[src/rtl/dcap_pkg.sv]
package dcap_pkg;

  localparam int unsigned ADDR_W = 3;

  localparam logic [ADDR_W-1:0] A_CTRL = 3'd0;
  localparam logic [ADDR_W-1:0] A_CMP  = 3'd1;
  localparam logic [ADDR_W-1:0] A_CNT  = 3'd2;
  localparam logic [ADDR_W-1:0] A_CAP0 = 3'd3;
  localparam logic [ADDR_W-1:0] A_CAP1 = 3'd4;

  localparam int unsigned CLR_BIT = 8;

  typedef enum logic [1:0] {
    CAP_OFF       = 2'b00,
    CAP_TRIG_BOTH = 2'b01,
    CAP_TRIG_RISE = 2'b10,
    CAP_GATE      = 2'b11
  } cap_mode_e;

  // packed msb first: init_lvl is bit 6, run is bit 0
  typedef struct packed {
    logic      init_lvl;
    logic      tg1;
    logic      tg0;
    cap_mode_e mode;
    logic      src_ext;
    logic      run;
  } ctrl_t;

  localparam int unsigned CTRL_W = $bits(ctrl_t);

  // index of each asynchronous pin in the synchroniser bank
  localparam int unsigned PIN_CNT  = 0;
  localparam int unsigned PIN_TRIG = 1;
  localparam int unsigned PIN_GATE = 2;
  localparam int unsigned N_PINS   = 3;

endpackage

[src/rtl/dcap_sync.sv]
module dcap_sync #(
  parameter int unsigned STAGES = 2
) (
  input  logic clk,
  input  logic rst,
  input  logic din,
  output logic rise,
  output logic fall
);
  logic [STAGES-1:0] chain_q;
  logic              last_q;

  always_ff @(posedge clk) begin
    if (rst) begin
      chain_q <= '0;
      last_q  <= 1'b0;
    end else begin
      chain_q <= {chain_q[STAGES-2:0], din};
      last_q  <= chain_q[STAGES-1];
    end
  end

  assign rise = chain_q[STAGES-1] & ~last_q;
  assign fall = ~chain_q[STAGES-1] & last_q;
endmodule

[src/rtl/dcap_regs.sv]
module dcap_regs
  import dcap_pkg::*;
#(
  parameter int unsigned W = 16
) (
  input  logic              clk,
  input  logic              rst,
  input  logic              wr,
  input  logic [ADDR_W-1:0] addr,
  input  logic [W-1:0]      wdata,
  input  logic [W-1:0]      cnt,
  input  logic [W-1:0]      cap0,
  input  logic [W-1:0]      cap1,
  output ctrl_t             ctrl,
  output logic [W-1:0]      cmp,
  output logic              clr,
  output logic [W-1:0]      rdata
);
  localparam int unsigned PAD_W = W - CTRL_W;

  logic wr_ctrl;
  assign wr_ctrl = wr && (addr == A_CTRL);
  assign clr     = wr_ctrl && wdata[CLR_BIT];

  always_ff @(posedge clk) begin
    if (rst) begin
      ctrl <= '0;
      cmp  <= '0;
    end else if (wr) begin
      if (addr == A_CTRL) ctrl <= ctrl_t'(wdata[CTRL_W-1:0]);
      if (addr == A_CMP)  cmp  <= wdata;
    end
  end

  always_ff @(posedge clk) begin
    if (rst) begin
      rdata <= '0;
    end else begin
      case (addr)
        A_CTRL:  rdata <= {{PAD_W{1'b0}}, ctrl};
        A_CMP:   rdata <= cmp;
        A_CNT:   rdata <= cnt;
        A_CAP0:  rdata <= cap0;
        A_CAP1:  rdata <= cap1;
        default: rdata <= '0;
      endcase
    end
  end
endmodule

[src/rtl/dcap_counter.sv]
module dcap_counter #(
  parameter int unsigned W = 16
) (
  input  logic         clk,
  input  logic         rst,
  input  logic         step,
  input  logic         clr,
  input  logic [W-1:0] cmp,
  output logic [W-1:0] cnt,
  output logic         match
);
  logic [W-1:0] cnt_inc;
  assign cnt_inc = cnt + 1'b1;

  // a match is the step that lands on the compare value
  assign match = step && !clr && (cnt_inc == cmp);

  always_ff @(posedge clk) begin
    if (rst)       cnt <= '0;
    else if (clr)  cnt <= '0;
    else if (step) cnt <= cnt_inc;
  end
endmodule

[src/rtl/dcap_capture.sv]
module dcap_capture #(
  parameter int unsigned W     = 16,
  parameter int unsigned N_CAP = 2
) (
  input  logic                      clk,
  input  logic                      rst,
  input  logic [N_CAP-1:0]          ev,
  input  logic [W-1:0]              cnt,
  output logic [N_CAP-1:0][W-1:0]   cap,
  output logic [N_CAP-1:0]          flag
);
  for (genvar i = 0; i < N_CAP; i++) begin : g_ch
    always_ff @(posedge clk) begin
      if (rst) begin
        cap[i]  <= '0;
        flag[i] <= 1'b0;
      end else begin
        flag[i] <= ev[i];
        if (ev[i]) cap[i] <= cnt;
      end
    end
  end
endmodule

[src/rtl/dcap_timer.sv]
module dcap_timer
  import dcap_pkg::*;
#(
  parameter int unsigned W           = 16,
  parameter int unsigned SYNC_STAGES = 2
) (
  input  logic              clk,
  input  logic              rst,
  input  logic              tick_i,
  input  logic              cnt_pin_i,
  input  logic              trig_pin_i,
  input  logic              gate_i,
  input  logic              reg_wr_i,
  input  logic [ADDR_W-1:0] reg_addr_i,
  input  logic [W-1:0]      reg_wdata_i,
  output logic [W-1:0]      reg_rdata_o,
  output logic              tmr_out_o,
  output logic [W-1:0]      cap0_o,
  output logic [W-1:0]      cap1_o,
  output logic              irq_cmp_o,
  output logic              irq_cap0_o,
  output logic              irq_cap1_o
);
  localparam int unsigned N_CAP = 2;

  ctrl_t                  ctrl;
  logic [W-1:0]           cmp_val;
  logic                   clr_pulse;
  logic [W-1:0]           cnt_val;
  logic                   cnt_step;
  logic                   cmp_hit;
  logic [N_PINS-1:0]      pin_raw;
  logic [N_PINS-1:0]      pin_rise;
  logic [N_PINS-1:0]      pin_fall;
  logic [N_CAP-1:0]       cap_ev;
  logic [N_CAP-1:0][W-1:0] cap_val;
  logic [N_CAP-1:0]       cap_flag;
  logic                   out_flip;
  logic                   out_q;

  assign pin_raw[PIN_CNT]  = cnt_pin_i;
  assign pin_raw[PIN_TRIG] = trig_pin_i;
  assign pin_raw[PIN_GATE] = gate_i;

  for (genvar p = 0; p < N_PINS; p++) begin : g_pin
    dcap_sync #(.STAGES(SYNC_STAGES)) u_sync (
      .clk  (clk),
      .rst  (rst),
      .din  (pin_raw[p]),
      .rise (pin_rise[p]),
      .fall (pin_fall[p])
    );
  end

  dcap_regs #(.W(W)) u_regs (
    .clk   (clk),
    .rst   (rst),
    .wr    (reg_wr_i),
    .addr  (reg_addr_i),
    .wdata (reg_wdata_i),
    .cnt   (cnt_val),
    .cap0  (cap_val[0]),
    .cap1  (cap_val[1]),
    .ctrl  (ctrl),
    .cmp   (cmp_val),
    .clr   (clr_pulse),
    .rdata (reg_rdata_o)
  );

  assign cnt_step = ctrl.run && (ctrl.src_ext ? pin_rise[PIN_CNT] : tick_i);

  dcap_counter #(.W(W)) u_cnt (
    .clk   (clk),
    .rst   (rst),
    .step  (cnt_step),
    .clr   (clr_pulse),
    .cmp   (cmp_val),
    .cnt   (cnt_val),
    .match (cmp_hit)
  );

  always_comb begin
    cap_ev = '0;
    unique case (ctrl.mode)
      CAP_OFF:       cap_ev = '0;
      CAP_TRIG_BOTH: cap_ev = {pin_fall[PIN_TRIG], pin_rise[PIN_TRIG]};
      CAP_TRIG_RISE: cap_ev = {1'b0, pin_rise[PIN_TRIG]};
      CAP_GATE:      cap_ev = {pin_fall[PIN_GATE], pin_rise[PIN_GATE]};
      default:       cap_ev = '0;
    endcase
  end

  dcap_capture #(.W(W), .N_CAP(N_CAP)) u_cap (
    .clk  (clk),
    .rst  (rst),
    .ev   (cap_ev),
    .cnt  (cnt_val),
    .cap  (cap_val),
    .flag (cap_flag)
  );

  // simultaneous sources combine as parity
  assign out_flip = cmp_hit ^ (cap_ev[0] & ctrl.tg0) ^ (cap_ev[1] & ctrl.tg1);

  always_ff @(posedge clk) begin
    if (rst) begin
      out_q     <= 1'b0;
      irq_cmp_o <= 1'b0;
    end else begin
      irq_cmp_o <= cmp_hit;
      if (!ctrl.run)     out_q <= ctrl.init_lvl;
      else if (out_flip) out_q <= ~out_q;
    end
  end

  assign tmr_out_o  = out_q;
  assign cap0_o     = cap_val[0];
  assign cap1_o     = cap_val[1];
  assign irq_cap0_o = cap_flag[0];
  assign irq_cap1_o = cap_flag[1];
endmodule

[config.mk]
export PLATFORM = sky130hd
export DESIGN_NAME = dcap_timer
export DESIGN_NICKNAME = d
export VERILOG_FILES = /design/src/rtl/dcap_pkg.sv /design/src/rtl/dcap_sync.sv /design/src/rtl/dcap_regs.sv /design/src/rtl/dcap_counter.sv /design/src/rtl/dcap_capture.sv /design/src/rtl/dcap_timer.sv
export SDC_FILE = /design/constraint.sdc
export NUM_CORES = 1
export LEC_CHECK = 0
export BUFFER_PORTS_ARGS = -buffer_cell sky130_fd_sc_hd__buf_2
export CAP_MARGIN = 20
export CORE_MARGIN = 2
export CORE_UTILIZATION = 55
export CTS_BUF_LIST = sky130_fd_sc_hd__clkbuf_2
export CTS_CLUSTER_SIZE = 10
export DETAILED_ROUTE_END_ITERATION = 16
export GPL_ROUTABILITY_DRIVEN = 0
export PLACE_DENSITY = 0.9
export SLEW_MARGIN = 40
export SYNTH_ARGS = -nofsm -noshare
export SYNTH_HDL_FRONTEND = slang
export SYNTH_HIERARCHICAL = 1
export SYNTH_SLANG_ARGS = --single-unit
[constraint.sdc]
create_clock -name clk -period 3.7 [get_ports clk]
set_clock_uncertainty 0.1 [all_clocks]
set_input_delay 0.185 -clock clk [delete_from_list [all_inputs] [get_ports clk]]
set_output_delay 0.185 -clock clk [all_outputs]
set_load 0.03 [all_outputs]
# After elaboration in Yosys (flattened, before gate mapping)
# Index checks and enable logic that the tools add are counted.
[totals]
regBits = 100
output_inout_bits = 52
word_cells = 62
[classes]
add_sub_neg = 1
eq_ne = 9
mux = 5
bitwise = 15
n_reduce_logical = 11
[op_table]
columns = ["op", "count"]
rows = [
  ["one-hot mux 16 bit (5 select lines)", 1],
  ["adder 16 x 1 -> 16 bit, second input constant", 1],
  ["== test 16 bit", 1],
  ["one-hot mux 2 bit (4 select lines)", 1],
  ["bitwise AND 1 bit", 7],
  ["== test 3 x 2 -> 1 bit, second input constant", 2],
  ["inverter 1 bit", 6],
  ["logical AND 1 bit", 5],
  ["== test 2 bit, second input constant", 2],
  ["AND reduction 2 bit", 2],
  ["== test 3 x 1 -> 1 bit, second input constant", 1],
  ["== test 3 bit, second input constant", 1],
  ["logical NOT 3 bit", 1],
  ["two-way mux 1 bit", 3],
  ["== test 2 x 1 -> 1 bit, second input constant", 1],
  ["logical NOT 2 bit", 1],
  ["!= test 2 bit, second input constant", 1],
  ["OR reduction 2 bit", 1],
  ["bitwise XOR 1 bit", 2],
  ["logical NOT 1 bit", 1],
]

# Logic depth before layout (Yosys ltp)
[depth]
word_depth = 10
ltp_mapped = 12

# Modules after synthesis
# Netlist, hierarchy kept.
[modules_own_cells]
columns = ["mod", "n_inst", "cells_each", "area_per_inst_um2", "seq_area_each_um2"]
rows = [
  ["dcap_regs", 1, 228, 2034.5, 780.7],
  ["dcap_capture", 1, 108, 1216.2, 680.7],
  ["dcap_counter", 1, 144, 1162.4, 320.3],
  ["dcap_sync", 3, 8, 91.3, 60.1],
  ["dcap_timer", 1, 18, 172.7, 40.0],
]

# Least setup slack after synthesis
# Ideal clock, no wire load.
[synth_timing]
kind = "register to register"
start = "reg u_cnt.cnt[0]"
end = "reg out_q, in the netlist tmr_out_o"
setup_time_ps = 88
arrival_ps = 2658
required_time_ps = 3512
path_slack_ps = 854
stages_incl_launch_ff = 11
synth_period_minus_slack_ps = 2846
cell_sequence = "dfxtp_1 -> ha_1 -> nand2_1 -> or4b_1 -> a211oi_2 -> o2111ai_1 -> nor4_2 -> xnor2_1 -> o21a_1 -> a211o_1 -> a311oi_2"
[synth_via]
elab_chain_len = 6
[synth_lines]
columns = ["item", "line", "text"]
rows = [
  ["from (decl)", "dcap_counter.sv:9", "output logic [W-1:0] cnt,"],
  ["from (signal assigned)", "dcap_counter.sv:21", "else if (step) cnt <= cnt_inc;"],
  ["adder 16 x 1 -> 16 bit", "dcap_counter.sv:13", "assign cnt_inc = cnt + 1'b1;"],
  ["== test 16 bit", "dcap_counter.sv:16", "assign match = step && !clr && (cnt_inc == cmp);"],
  ["logical AND 1 bit", "dcap_counter.sv:16", ""],
  ["named net cmp_hit", "dcap_timer.sv:31", "logic cmp_hit;"],
  ["bitwise XOR 1 bit (2 in a row)", "dcap_timer.sv:103", "assign out_flip = cmp_hit ^ (cap_ev[0] & ctrl.tg0) ^ (cap_ev[1] & ctrl.tg1);"],
  ["!= test 2 bit (no source line)", "-", ""],
  ["to (signal assigned)", "dcap_timer.sv:111", "if (!ctrl.run) out_q <= ctrl.init_lvl;"],
  ["to (signal assigned)", "dcap_timer.sv:112", "else if (out_flip) out_q <= ~out_q;"],
  ["to (decl)", "dcap_timer.sv:39", "logic out_q;"],
]
# The timed path passes the listed nets, and every way through them passes these cells.
# A chain may end at the register's enable or synchronous reset.

# Worst setup path after layout
# Ends and elaborated chain as after synthesis.

==> impl_metrics.json <==
{
  "status": "complete, no violations",
  "critPathRequiredTime_ns": 4.08,
  "post_drt_wl_per_cell_um": 16.7,
  "drt_first_pass_iters": 6,
  "core_sq_um": 8640,
  "ios": 78,
  "start_util_pct": 56.2,
  "syn_nets": 548,
  "fin_crit_ns": 3.37,
  "antenna_found_initial": 0,
  "setup_violations": 0,
  "syn-cell-area_sq_um": 4850,
  "r2r_start": "u_cnt/cnt[0]$_SDFFE_PP0P_",
  "dp.final_hpwl_um": 8300,
  "clock_sinks": 100,
  "drt-total-wl_um": 11900,
  "cap_violations": 0,
  "drv_slew": 0,
  "path_class": "reg -> reg",
  "path_clk_slew_ns": 0.28,
  "clock_path_buffers": 2,
  "nets": 625,
  "track_usage_pct": 24.9,
  "ir_drop_mv": 0.180,
  "grt_max_degree": 45,
  "ys_warn_count": 6,
  "rows": 34,
  "rsz0062_at_grt": "no",
  "io_buffers": 77,
  "via_per_inst": 5.79,
  "cts_tree": "done",
  "grt-ovfl-total": 0,
  "leakage_nw": 2.01,
  "numCtsBuffers": 9,
  "postRouteAntennaNets": 0,
  "hold_start": "reg_addr_i[0]",
  "p_per_area_nw_per_um2": 340,
  "fill_cells": 734,
  "multiInputGateArea_sq_um": 2580,
  "drt_iter0_markers": 549,
  "worstMarginPinSlew_ns": 0.730,
  "clock_latency_ns": 0.56,
  "start_kind": "register",
  "relSlewSlack_pct": 51.3,
  "h-tree-depth": 3,
  "area_growth_pct": 14.0,
  "root_buffer": "clkbuf_2",
  "die_y_um": 97.9,
  "cp-end-kind": "register",
  "grt_pass1_vias": 4061,
  "synthCells": 521,
  "hold_path_class": "in -> reg",
  "die_w_um": 97.9,
  "crit_arrival_ns": 3.75,
  "seqCellArea_sq_um": 2000,
  "total_power_mw": 1.88,
  "max_freq_mhz": 296,
  "via_count": 4122,
  "critPathLaunch": "u_cnt/cnt[0]$_SDFFE_PP0P_",
  "hold_viol": 0,
  "syn_avg_cell_area_sq_um": 9.32,
  "grt_pass1_wl_um": 19600,
  "drc_errors": 0,
  "dieArea_sq_um": 9590,
  "finalCritPeriodShare_pct": 91.2,
  "cts_setup_buffers": 0,
  "critPathMaxFanout": 9,
  "tns_ns": 0,
  "layout-drive-gt1-share_pct": 20.7
}
-- layout by cell type, fill, tap and decap left out, types with 6 or more instances in the layout --
master and count:
a21o_1 10, a21oi_1 29, a21oi_2 9, a22oi_1 9
buf_2 77, buf_4 7, clkbuf_2 10, dfxtp_1 100
dlygate4sd3_1 19, mux2i_1 50, nand2_1 44, nand3_1 6
nand3b_1 32, nand4_1 7, nor2_1 64, nor2b_1 18
nor3b_1 9, o21ai_0 7, o31a_1 7, xnor2_1 18
xor2_1 15
-- critical path, cell delays in order, from the launching register on --
cell      delay (ns)
dfxtp_1         0.57
ha_1            0.33
nand2_1         0.23
xor2_1          0.21
nor3_1          0.20
a31oi_1         0.10
o311a_2         0.37
nor4_2          0.36
xnor2_1         0.14
nor3_1          0.27
o211ai_1        0.14
a311oi_2        0.29
-- routing by layer --
layer | vias up | GRT usage [%] | wire, um
met4 | 0 | 9.08 | 280
met1 | 1935 | 34.3 | 5390
met5 | - | 0 | 0
met3 | 33 | 3.79 | 865
met2 | 184 | 39.7 | 5370
li1 | 1970 | - | -
-- through the flow --
step	util (%)	worst slack (ns)	area (sq um)	instances	hold slack, ns
2_1_floorplan	-	0.854	4850	521	0.153
3_3_place_gp	59.8	0.676	5160	675	0.293
3_5_place_dp	59.8	0.462	5160	675	0.311
4_1_cts	63.9	0.388	5520	710	0.00237
5_1_grt	64.0	0.159	5530	711	0.0195
6_report	64.1	0.327	5530	712	0.0253
-- layout make-up --
cell class	count	share of cell area (%)
multi-input cells	382	46.7
flip-flops and latches	100	36.2
repair buffers	104	11.6
well taps	108	2.44
clock inverters	6	2.01
clock buffers	10	0.905
inverters	1	0.0678
diodes	1	0.0452
-- where the power goes --
part	internal (mW)	switching, mW	leakage (nW)
logic	0.0569	0.0755	1.11
clock network	0.295	0.355	0.0925
registers	1.09	0.00958	0.808
total	1.44	0.440	2.01
-- path summary, 6_finish.rpt --
| kind | endpoint | slack (ns) | depth (start not counted) |
|---|---|---|---|
| hold reg to reg | g_pin[1].u_sync/chain_q[1]$_SDFF_PP0_ | 0.37 | 1 |
| setup / recovery | tmr_out_o$_SDFFE_PP0P_ | 0.33 | 11 |
| hold / removal | u_regs/ctrl[1]$_SDFFE_PP0P_ | 0.03 | 5 |
| setup reg to reg | tmr_out_o$_SDFFE_PP0P_ | 0.33 | 11 |
-- repair_timing --
| action | 4_1_cts | 5_1_grt |
|---|---|---|
| gates resized for setup | 0 | 0 |
| endpoints found under the hold margin | 26 | 0 |
| hold buffers | 19 | 0 |
-- flip-flops by register name, summed over array words and instances (netlist names) --
name and count:
u_cap/cap 32, u_cnt/cnt 16, u_regs/cmp 16, u_regs/rdata 16, u_regs/ctrl 7, g_pin.u_sync/chain_q 6, g_pin.u_sync/last_q 3, u_cap/flag 2
irq_cmp_o 1, tmr_out_o 1
No activity file was read; power rests on OpenSTA's default activity.
